File: src/rtl/dac_fe_pkg.sv
package dac_fe_pkg;

  typedef enum logic {
    EDGE_RISE = 1'b0,
    EDGE_FALL = 1'b1
  } edge_pol_e;

  // Level at which a strobe of the given polarity rests between pulses
  function automatic logic idle_level(edge_pol_e pol);
    return (pol == EDGE_FALL) ? 1'b1 : 1'b0;
  endfunction

endpackage

File: src/rtl/dac_rst_sync.sv
module dac_rst_sync #(
  parameter int unsigned STAGES = 2
) (
  input  logic clk,
  input  logic rst_n,
  output logic sync_rst_n
);

  logic [STAGES-1:0] chain_q;
  logic [STAGES-1:0] chain_d;

  always_comb begin
    chain_d = {chain_q[STAGES-2:0], 1'b1};
  end

  always_ff @(posedge clk or negedge rst_n) begin
    if (!rst_n) chain_q <= '0;
    else        chain_q <= chain_d;
  end

  assign sync_rst_n = chain_q[STAGES-1];

endmodule

File: src/rtl/dac_pin_sync.sv
module dac_pin_sync #(
  parameter int unsigned          W      = 7,
  parameter int unsigned          STAGES = 2,
  parameter logic        [W-1:0]  RST_V  = '0
) (
  input  logic         clk,
  input  logic         rst_n,
  input  logic [W-1:0] pin_i,
  output logic [W-1:0] pin_s
);

  logic [W-1:0] stg_q [STAGES];
  logic [W-1:0] stg_d [STAGES];

  always_comb begin
    stg_d[0] = pin_i;
    for (int s = 1; s < STAGES; s++) stg_d[s] = stg_q[s-1];
  end

  always_ff @(posedge clk or negedge rst_n) begin
    if (!rst_n) begin
      for (int s = 0; s < STAGES; s++) stg_q[s] <= RST_V;
    end else begin
      for (int s = 0; s < STAGES; s++) stg_q[s] <= stg_d[s];
    end
  end

  assign pin_s = stg_q[STAGES-1];

endmodule

File: src/rtl/dac_event_gen.sv
module dac_event_gen
  import dac_fe_pkg::*;
#(
  parameter int unsigned          NS        = 4,
  parameter int unsigned          NL        = 2,
  parameter logic        [NS-1:0] FALL_MASK = 4'b0100
) (
  input  logic          clk,
  input  logic          rst_n,
  input  logic [NS-1:0] stb_s,
  input  logic [NL-1:0] ld_s,
  output logic          shift_pulse,
  output logic          load_pulse
);

  logic [NS-1:0] act_now, act_prev_q, act_prev_d, idle_now, stb_ok;
  logic          ld_low_now, ld_low_prev_q, ld_low_prev_d;

  // A strobe is active when it differs from its idle level
  always_comb begin
    for (int i = 0; i < NS; i++) begin
      act_now[i] = stb_s[i] ^ idle_level(edge_pol_e'(FALL_MASK[i]));
    end
  end
  assign idle_now = ~act_now;

  generate
    for (genvar gi = 0; gi < NS; gi++) begin : g_qual
      localparam logic [NS-1:0] SELF = NS'(1) << gi;
      assign stb_ok[gi] = act_now[gi] & ~act_prev_q[gi] & (&(idle_now | SELF));
    end
  endgenerate

  assign ld_low_now = ~|ld_s;

  always_comb begin
    act_prev_d    = act_now;
    ld_low_prev_d = ld_low_now;
    shift_pulse   = |stb_ok;
    load_pulse    = ld_low_now & ~ld_low_prev_q;
  end

  always_ff @(posedge clk or negedge rst_n) begin
    if (!rst_n) begin
      act_prev_q    <= '0;
      ld_low_prev_q <= 1'b0;
    end else begin
      act_prev_q    <= act_prev_d;
      ld_low_prev_q <= ld_low_prev_d;
    end
  end

  AST_SHIFT_ONCE_PER_EDGE: assert property (@(posedge clk) disable iff (!rst_n)
    shift_pulse |=> !shift_pulse);
  AST_LOAD_ONCE_PER_EDGE: assert property (@(posedge clk) disable iff (!rst_n)
    load_pulse |=> !load_pulse);

endmodule

File: src/rtl/dac_shift_reg.sv
module dac_shift_reg #(
  parameter int unsigned W = 12
) (
  input  logic         clk,
  input  logic         rst_n,
  input  logic         shift_en,
  input  logic         bit_in,
  output logic [W-1:0] q
);

  logic [W-1:0] q_d;

  always_comb begin
    q_d = q;
    if (shift_en) q_d = {q[W-2:0], bit_in};
  end

  always_ff @(posedge clk or negedge rst_n) begin
    if (!rst_n) q <= '0;
    else        q <= q_d;
  end

  AST_SHIFT_MSB_FIRST: assert property (@(posedge clk) disable iff (!rst_n)
    shift_en |=> (q[W-1:1] == $past(q[W-2:0])) && (q[0] == $past(bit_in)));
  AST_SHIFT_IDLE_HOLDS: assert property (@(posedge clk) disable iff (!rst_n)
    !shift_en |=> $stable(q));

endmodule

File: src/rtl/dac_hold_reg.sv
module dac_hold_reg #(
  parameter int unsigned W = 12
) (
  input  logic         clk,
  input  logic         rst_n,
  input  logic         clear_n,
  input  logic         load_en,
  input  logic [W-1:0] d,
  output logic [W-1:0] q
);

  logic [W-1:0] q_d;
  logic         arst_n;

  assign arst_n = rst_n & clear_n;

  always_comb begin
    q_d = q;
    if (load_en) q_d = d;
  end

  always_ff @(posedge clk or negedge arst_n) begin
    if (!arst_n) q <= '0;
    else         q <= q_d;
  end

  AST_CLEAR_FORCES_ZERO: assert property (@(posedge clk) disable iff (!rst_n)
    !clear_n |-> (q == '0));
  AST_LOAD_TAKES_SOURCE: assert property (@(posedge clk) disable iff (!rst_n)
    (load_en && clear_n) |=> (!clear_n || q == $past(d)));
  AST_NO_LOAD_HOLDS: assert property (@(posedge clk) disable iff (!rst_n)
    (!load_en && clear_n) |=> (!clear_n || $stable(q)));

endmodule

File: src/rtl/serial_dac_frontend.sv
module serial_dac_frontend #(
  parameter int unsigned                DATA_W      = 12,
  parameter int unsigned                NUM_STB     = 4,
  parameter int unsigned                NUM_LD      = 2,
  parameter int unsigned                SYNC_STAGES = 2,
  parameter logic        [NUM_STB-1:0]  FALL_MASK   = 4'b0100
) (
  input  logic               clk,
  input  logic               rst_n,
  input  logic               ser_din,
  input  logic [NUM_STB-1:0] strobe_in,
  input  logic [NUM_LD-1:0]  load_n_in,
  input  logic               clear_n,
  output logic [DATA_W-1:0]  dac_code
);

  localparam int unsigned PIN_W = NUM_STB + NUM_LD + 1;
  // Synchronizer rest values: strobes idle, loads inactive high, data low
  localparam logic [PIN_W-1:0] PIN_RST = {FALL_MASK, {NUM_LD{1'b1}}, 1'b0};

  logic               sys_rst_n;
  logic [PIN_W-1:0]   pins_raw, pins_s;
  logic [NUM_STB-1:0] stb_s;
  logic [NUM_LD-1:0]  ld_s;
  logic               din_s;
  logic               shift_pulse, load_pulse;
  logic [DATA_W-1:0]  shreg_q;

  dac_rst_sync #(.STAGES(2)) u_rst_sync (
    .clk        (clk),
    .rst_n      (rst_n),
    .sync_rst_n (sys_rst_n)
  );

  assign pins_raw = {strobe_in, load_n_in, ser_din};

  dac_pin_sync #(.W(PIN_W), .STAGES(SYNC_STAGES), .RST_V(PIN_RST)) u_pin_sync (
    .clk   (clk),
    .rst_n (sys_rst_n),
    .pin_i (pins_raw),
    .pin_s (pins_s)
  );

  assign stb_s = pins_s[PIN_W-1 -: NUM_STB];
  assign ld_s  = pins_s[NUM_LD:1];
  assign din_s = pins_s[0];

  dac_event_gen #(.NS(NUM_STB), .NL(NUM_LD), .FALL_MASK(FALL_MASK)) u_event_gen (
    .clk         (clk),
    .rst_n       (sys_rst_n),
    .stb_s       (stb_s),
    .ld_s        (ld_s),
    .shift_pulse (shift_pulse),
    .load_pulse  (load_pulse)
  );

  dac_shift_reg #(.W(DATA_W)) u_shift_reg (
    .clk      (clk),
    .rst_n    (sys_rst_n),
    .shift_en (shift_pulse),
    .bit_in   (din_s),
    .q        (shreg_q)
  );

  dac_hold_reg #(.W(DATA_W)) u_hold_reg (
    .clk     (clk),
    .rst_n   (sys_rst_n),
    .clear_n (clear_n),
    .load_en (load_pulse),
    .d       (shreg_q),
    .q       (dac_code)
  );

  AST_RESET_ZERO: assert property (@(posedge clk)
    !sys_rst_n |-> (dac_code == '0));

endmodule

File: config.mk
export PLATFORM = sky130hd
export DESIGN_NAME = serial_dac_frontend
export DESIGN_NICKNAME = d
export VERILOG_FILES = /design/src/rtl/dac_fe_pkg.sv /design/src/rtl/dac_rst_sync.sv /design/src/rtl/dac_pin_sync.sv /design/src/rtl/dac_event_gen.sv /design/src/rtl/dac_shift_reg.sv /design/src/rtl/dac_hold_reg.sv /design/src/rtl/serial_dac_frontend.sv
export SDC_FILE = /design/constraint.sdc
export NUM_CORES = 1
export LEC_CHECK = 0
export ABC_AREA = 1
export BUFFER_PORTS_ARGS = -buffer_cell sky130_fd_sc_hd__buf_2
export CORE_MARGIN = 3
export CORE_UTILIZATION = 40
export DETAILED_ROUTE_END_ITERATION = 10
export SLEW_MARGIN = 20
export SYNTH_ARGS = -nofsm -noshare
export SYNTH_HDL_FRONTEND = slang
export SYNTH_SLANG_ARGS = --single-unit
export TNS_END_PERCENT = 100
File: constraint.sdc
create_clock -name clk -period 1.6 [get_ports clk]
set_input_delay 0.48 -clock clk [delete_from_list [all_inputs] [get_ports clk]]
set_output_delay 0.48 -clock clk [all_outputs]
set_load 0.02 [all_outputs]
Word level (Yosys, flattened, before mapping)
Cells that the tools add are included.
{ "word_totals": {"ff_bits": 45, "latch_bits": 0, "mem_bits_rw": 0, "mem_bits_ro": 0, "elab_cells": 31, "n_memories": 0} }
{ "classes": {"n_addsub": 0, "multipliers": 0, "div": 0, "magnitude_cmp": 0, "eq_ne": 0, "n_shift": 0, "muxes": 0, "bitwise": 17, "reduce_logical": 7} }
{ "op_table": {"columns": ["operator", "count"], "rows": [
  ["3-bit AND reduction", 4],
  ["1-bit AND", 10],
  ["1-bit inverter", 6],
  ["4-bit inverter", 1],
  ["4-bit OR reduction", 1],
  ["2-bit OR reduction", 1],
  ["1-bit logical NOT", 1]
]} }

Longest topological paths before layout
Gate-level depths: netlist of the first run.
{ "depth": {"word_depth": 5, "depth_mapped": 8, "depth_no_buf": 7} }

Hierarchy
Synthesis of the first run repeated with hierarchy kept, for this count alone.
{ "hier_totals": {"hier_cells": 151, "hier_area_um2": 1557.7} }
{ "modules_own_cells": {"columns": ["mod", "instances", "cells_per_inst", "area_per_inst_um2"], "rows": [
  ["dac_hold_reg", 1, 53, 465.4],
  ["dac_shift_reg", 1, 51, 457.9],
  ["dac_pin_sync", 1, 14, 357.8],
  ["dac_event_gen", 1, 30, 222.7],
  ["dac_rst_sync", 1, 3, 53.8]
]} }

Worst setup path after synthesis of the first run
No wires, ideal clock.
{ "synth_path": {"path_type": "register to register", "start": "register u_pin_sync.stg_q, in the netlist u_pin_sync.pin_s[5]", "end": "register u_shift_reg.q[10]", "setup_time_ps": 116, "arrival_ps": 1063, "t_required_ps": 1484, "setup_slack_ps": 420, "stages_incl_launch_ff": 7, "path_buffers": 1, "synth_period_minus_slack_ps": 1180, "path_cell_list": "dfstp_2 -> inv_2 -> nor2_2 -> nand3_4 -> buf_2 -> nand3_1 -> nand2_1"} }
{ "synth_via": {"elab_chain_len": 5} }
{ "synth_lines": {"columns": ["item", "line", "source"], "rows": [
  ["start: declaration", "dac_pin_sync.sv:12", "logic [W-1:0] stg_q [STAGES];"],
  ["1-bit inverter (no source line) *", null, null],
  ["via u_event_gen.act_now[2]", "dac_event_gen.sv:16", "logic [NS-1:0] act_now, act_prev_q, act_prev_d, idle_now, stb_ok;"],
  ["4-bit inverter", "dac_event_gen.sv:25", "assign idle_now = ~act_now;"],
  ["3-bit AND reduction", "dac_event_gen.sv:30", "assign stb_ok[gi] = act_now[gi] & ~act_prev_q[gi] & (&(idle_now | SELF));"],
  ["1-bit AND", "dac_event_gen.sv:30", null],
  ["4-bit OR reduction *", "dac_event_gen.sv:39", "shift_pulse = |stb_ok;"],
  ["end signal: assignment", "dac_shift_reg.sv:20", "else q <= q_d;"],
  ["end: declaration", "dac_shift_reg.sv:8", "output logic [W-1:0] q"]
]} }
The timed path passes the listed nets; every way through them passes the cells marked *.
A chain may end at the register's enable or synchronous reset.

Worst setup path in the final report of the first run
{ "layout_path": {"start": "register u_pin_sync.stg_q, in the netlist u_pin_sync.pin_s[5]", "end": "register u_shift_reg.q[8]"} }
{ "layout_via": {"elab_chain_len": 5} }
{ "layout_lines": {"columns": ["item", "line"], "rows": [
  ["1-bit inverter (no source line) *", null],
  ["4-bit inverter", "dac_event_gen.sv:25"],
  ["3-bit AND reduction", "dac_event_gen.sv:30"],
  ["1-bit AND", "dac_event_gen.sv:30"],
  ["4-bit OR reduction *", "dac_event_gen.sv:39"]
]} }
Every way passes the cells marked *; elsewhere a longest branch is shown, timed or not.

==> results of run 1 <==
[Yosys cell counts (all sizes together)]
master  count
nand2      53
dfrtp      39
nand3      26
dfstp       6
inv         5
buf         4
nor2        3
clkbuf      2
o21bai      2
conb        1
o21ai       1
[critical path: cells and delay by family (launching register included)]
kind,cells,cell delay (ps)
and+or+nand+nor,6,770
DFF,1,550
[power breakdown]
group	internal [uW]	switching [uW]	leakage, uW
logic	168	281	0.000378
clock network	390	355	0.0000542
registers	1350	142	0.000562
total	1900	778	0.000994
[per-layer routing]
layer	part of all wire, %	wire (um)	global-route usage, %
met5	0	0	0
met4	2.4	61	6.51
met3	7.0	179	5.69
met2	46	1160	18.1
met1	45	1150	14.6
[cells by family (layout without fill, tap and decap cells)]
logic type | Yosys count | in the layout | synth area share [%]
flip-flops | 45 | 45 | 71.2
buffers and inverters | 11 | 38 | 3.30
other | 1 | 1 | 0.236
AO/OA/AOI/OAI | 3 | 3 | 1.97
AND/OR/NAND/NOR | 82 | 82 | 23.3
[final timing paths]
kind | endpoint | slack, ps | cells after the start
worst max-delay path | u_shift_reg.q[8] | 220 | 6
worst min-delay path | u_hold_reg.q[2] | 180 | 3
worst max register to register | u_shift_reg.q[8] | 220 | 6
worst min register to register | u_shift_reg.q[3] | 300 | 1
max in group asynchronous | u_hold_reg.q[10] | 930 | 2
min in group clk | u_pin_sync.stg_d[5] | 280 | 1
[flip-flops by register name (all words and copies together) (netlist names)]
register / cells
u_rst_sync.chain_q: 2
u_event_gen.ld_low_prev_q: 1
u_pin_sync.pin_s: 7
u_shift_reg.q: 12
u_pin_sync.stg_d: 7
u_hold_reg.q: 12
u_event_gen.act_prev_q: 4
[stage by stage]
stage          instances  util [%]  setup slack (ps)  total power (uW)  instance area, um^2
6_report             217      49.7               218              2680                 1860
5_1_grt              217      49.7              49.4              2850                 1860
4_1_cts              217      49.6               153              2710                 1860
3_5_place_dp         208      46.6               173              1960                 1750
3_3_place_gp         208      46.6               252              1940                 1750
2_1_floorplan        142         -               350              1790                 1590
[cell type report]
type | count | area share, %
Timing Repair Buffer | 25 | 7.39
Multi-Input combinational cell | 86 | 22.0
Tap cell | 48 | 3.23
Inverter | 5 | 1.01
Sequential cell | 45 | 60.9
Clock inverter | 1 | 0.269
Clock buffer | 7 | 5.17
[timing repair]
action / CTS / global route
hold endpoints to repair: 2 / 0
endpoints found under the setup margin: 0 / 8
resized for setup: 0 / 1
hold buffers: 1 / 0
==> out/qor.yml, run 1 <==
outcome:
  outcome: "finished clean"
synthesis:
  synth_fp_nets: 152
  ys_ff_latch: 45
  yosys_warnings: 0
  yosysTopAreaCell: "dfrtp_1"
  ys_top_cells_by_area: "dfrtp_1 (61%), nand2_1 (12%), dfstp_2 (9.9%)"
  synth_top_area_share_pct: 61.3
  seq_area_frac_synth_pct: 71.2
  syn_inst: 142
  netlist_area_um2: 1590
  avgSynthCellArea_um2: 11.2
  synth_cell_types: 18
final_layout:
  seq_area_um2: 1130
  final_common_cell: "nand2_1"
  area_growth_pct: 17.0
  drive_gt1_share_pct: 26.6
  n_antenna_cell: 0
  fill_cells: 365
  multi_input_area_um2: 410
  nets: 178
  mostFrequentLayoutCells: "nand2_1 (52), dfrtp_1 (39), nand3_1 (24), buf_2 (21), clkbuf_8 (7)"
critical_path:
  path_cells: "nand2_1 > nand2_1 > nand3_2 > nand2_4 > nand2_1 > nand2_1"
  r2r_start: "u_pin_sync.pin_s[5]"
  startpoint_type: "register"
  cp-end-kind: "register"
  cp_max_fo: 13
  required_ps: 1830
  arrival_ps: 1610
  critPathLaunch: "u_pin_sync.pin_s[5]"
  slowest_stage: "dfstp_2"
  crit_type: "reg -> reg"
  slowest_delay_ps: 550
  path_common_cell: "nand2_1"
clocking:
  cts_inserted_buffers: 5
  clk_pin_slew_ps: 80
  clockBufferDepth: 2
  clock_sinks: 45
  h-tree-depth: 2
  clock-root-buffer: "clkbuf_8"
  post_cts_buffers: 0
  cts_tree: "done"
  clk_latency_ps: 290
routing:
  viasPerCell: 4.57
  ant_nets: 0
  wl_mm: 2.55
  wl_per_cell_um: 11.7
  drt_iter0_drc: 63
  via_count: 992
  drc_errors: 0
  firstDrtPassIters: 4
global_routing:
  grt_pass1_vias: 1012
  grt_pass1_wl_mm: 4.48
  antenna_found_initial: 0
  overflow: 0
  groute.usage.overall_pct: 12.2
  grt_max_degree: 18
placed_design:
  numPortBuffers: 21
  routabilityCongestion: 0.737
  hpwl_mm: 1.84
sta:
  setup_viol: 0
  slew_viol_final: 0
  holdWs_ps: 180
  fin_crit_ps: 1380
  fin_crit_sh_pct: 86.4
  rsz0062_at_grt: "false"
  max_freq_ghz: 0.724
  clock_skew_ps: 3.81
  setup_tns_ps: 0
  final_hold_viol_count: 0
run:
  maxCapViolations: 0
die:
  core.rowCount: 22
  start_util_pct: 42.5
  die_area_um2: 4770
  die_h_um: 69.1
  die_w_um: 69.1
  ios: 22
  core_um2: 3740
power:
  power.leakage_uw: 0.000994
  ir_drop_uv: 811
  powerDensity_nw_per_um2: 1440
hold_path:
  min_path_type: "in -> async"
Power figures use the tool's default switching activity.
==> run 2: changes to the inputs <==
Settings changed: ABC_CLOCK_PERIOD_IN_PS set to 1600, SLEW_MARGIN 20 to 5, SYNTH_HIERARCHICAL set to 1.
==> run 2 against run 1 <==
First-iteration DRC count decreased by 43%. Wire length decreased by 6.0%. Area after synthesis decreased by 2.1%. Synthesized cell count increased by 6.3%. Clock power increased by 13%. Sequential power about the same. Clock skew increased by 2.8 ps. Critical path type is now reg -> out. Largest cell class unchanged.
==> out/qor.yml, run 2 <==
clocking:
  clk_latency_ps: 290
  clock_sinks: 45
  h-tree-depth: 2
  cts_inserted_buffers: 5
  clock-root-buffer: "clkbuf_8"
  cts_resized: 0
  cts_tree: "done"
  clockBufferDepth: 2
  clk_pin_slew_ps: 80
critical_path:
  required_ps: 1120
  cp-end-kind: "output pin"
  slowest_stage: "dfrtp_1"
  path_cells: "buf_2"
  crit_buf_inv: 1
  arrival_ps: 850
  cp_top_family: "flip-flops"
  cp_max_fo: 2
  slowest_delay_ps: 390
  crit_type: "reg -> out"
  startpoint_type: "register"
routing:
  ant_nets: 0
  via_count: 983
  drc_errors: 0
  wl_per_cell_um: 10.5
  wl_mm: 2.40
  drt_iter0_drc: 36
  firstDrtPassIters: 4
  viasPerCell: 4.29
power:
  p_comb_share_pct: 15.0
  powerDensity_nw_per_um2: 1470
  seq_power_share_pct: 53.9
  power.switching_uw: 763
  pwr-share-clk_pct: 31.2
  ir_drop_uv: 732
  swShare_pct: 28.2
  p_int_uw: 1950
  power.leakage_uw: 0.00104
die:
  core.rowCount: 22
  die_h_um: 68.4
  die_area_um2: 4680
  start_util_pct: 41.9
  core_um2: 3720
  ios: 22
  die_w_um: 68.4
synthesis:
  synthArstFlopShare_pct: 100
  yosys_warnings: 6
  seq_area_frac_synth_pct: 72.8
  synth_most_common_cell: "nand2_1"
  ys_ff_latch: 45
  synth_top_area_share_pct: 62.7
  synth_fp_nets: 161
  yosysTopAreaCell: "dfrtp_1"
  avgSynthCellArea_um2: 10.3
  synth_cell_types: 11
  synthTopCellsByCount: "nand2_1 (84), dfrtp_1 (39), inv_1 (8)"
  netlist_area_um2: 1560
  synth_edf_count: 0
  ys_top_cells_by_area: "dfrtp_1 (63%), nand2_1 (20%), dfstp_2 (10%)"
  synth_ff_type: "dfrtp_1"
  syn_inst: 151
hold_path:
  min_path_type: "in -> async"
final_layout:
  mostFrequentLayoutCells: "nand2_1 (84), dfrtp_1 (39), buf_2 (21), inv_1 (8), dfstp_2 (6)"
  fin_util_pct: 49.5
  area_growth_pct: 18.2
  drive_gt1_share_pct: 23.8
  finalNonFillerCells: 229
  nets: 190
  n_antenna_cell: 0
  top_regs: "u_hold_reg/q (12), u_shift_reg/q (12)"
  final_common_cell: "nand2_1"
sta:
  clock_skew_ps: 6.59
  fin_crit_sh_pct: 82.9
  rsz0062_at_grt: "false"
  setup_viol: 0
  final_hold_viol_count: 0
  max_freq_ghz: 0.754
  fin_crit_ps: 1330
  setup_tns_ps: 0
  slew_viol_final: 0
global_routing:
  grt_pass1_wl_mm: 4.17
  grt_max_degree: 18
  grt_pass1_vias: 976
  antenna_found_initial: 0
  overflow: 0
  groute.usage.overall_pct: 12.3
placed_design:
  numPortBuffers: 21
  hpwl_mm: 1.77
  place_inst: 220
  routabilityCongestion: 0.838
run:
  maxCapViolations: 0
outcome:
  outcome: "finished clean"
==> run 2: cell types whose count changed in the layout (fill, tap and decap cells not counted), moves of 2 or more <==
cell | before | now
clkbuf_8 | 7 | 5
inv_2 | 1 | 3
nand2_1 | 52 | 84
inv_1 | 4 | 8
nor2_1 | 1 | 4
nand3_1 | 24 | 0
==> run 2: repair_timing <==
item / CTS / global route
endpoints found under the hold margin: 2 / 0
setup buffers: 0 / 0
hold buffers: 1 / 0
==> run 2: cells by family after synthesis <==
family / count (synthesis) / share of synthesized area [%]
AND/OR/NAND/NOR: 90 / 21.9
flip-flops: 45 / 72.8
buffers and inverters: 15 / 5.06
other: 1 / 0.241
==> run 2: final cells by class <==
class / instances / area [um^2]
Sequential cell: 45 / 1130
Tap cell: 48 / 60.1
Clock buffer: 5 / 68.8
Timing Repair Buffer: 26 / 145
Inverter: 11 / 41.3
Fill cell: 349 / 1880
Clock inverter: 3 / 46.3
Multi-Input combinational cell: 91 / 345
==> run 2: per-layer routing <==
metal / GRT usage (%) / wire (um)
met5: 0 / 0
met4: 5.21 / 20
met3: 4.93 / 157
met2: 18.1 / 1070
met1: 15.9 / 1150
==> run 2: worst paths after layout <==
path,startpoint,to,slack [ps],cells past startpoint
max in group asynchronous,u_rst_sync/chain_q[1],u_hold_reg/q[0],940,2
min reg2reg,u_rst_sync/chain_q[1],u_shift_reg/q[11],280,1
max,u_hold_reg/q[9],dac_code[9],270,1
min in group clk,strobe_in[2],u_pin_sync/stg_d[5],270,1
min,clear_n,u_hold_reg/q[8],190,3
max reg2reg,u_pin_sync/pin_s[5],u_shift_reg/q[4],280,7
==> run 2: metrics by stage <==
stage	instance area, um^2	worst slack [ps]	hold WS [ps]	power [uW]
floorplan	1560	350	184	1730
global route	1840	106	231	2870
CTS	1840	257	197	2750
global placement	1720	314	268	1860
detailed placement	1720	295	275	1890
finish	1840	274	193	2710
==> run 2: power groups by stage <==
stage | clock network (uW) | logic, uW | registers (uW)
3_3_place_gp | 0 | 396 | 1470
5_1_grt | 919 | 469 | 1490
6_report | 845 | 405 | 1460
4_1_cts | 874 | 413 | 1460
3_5_place_dp | 0 | 409 | 1480
2_1_floorplan | 0 | 171 | 1560
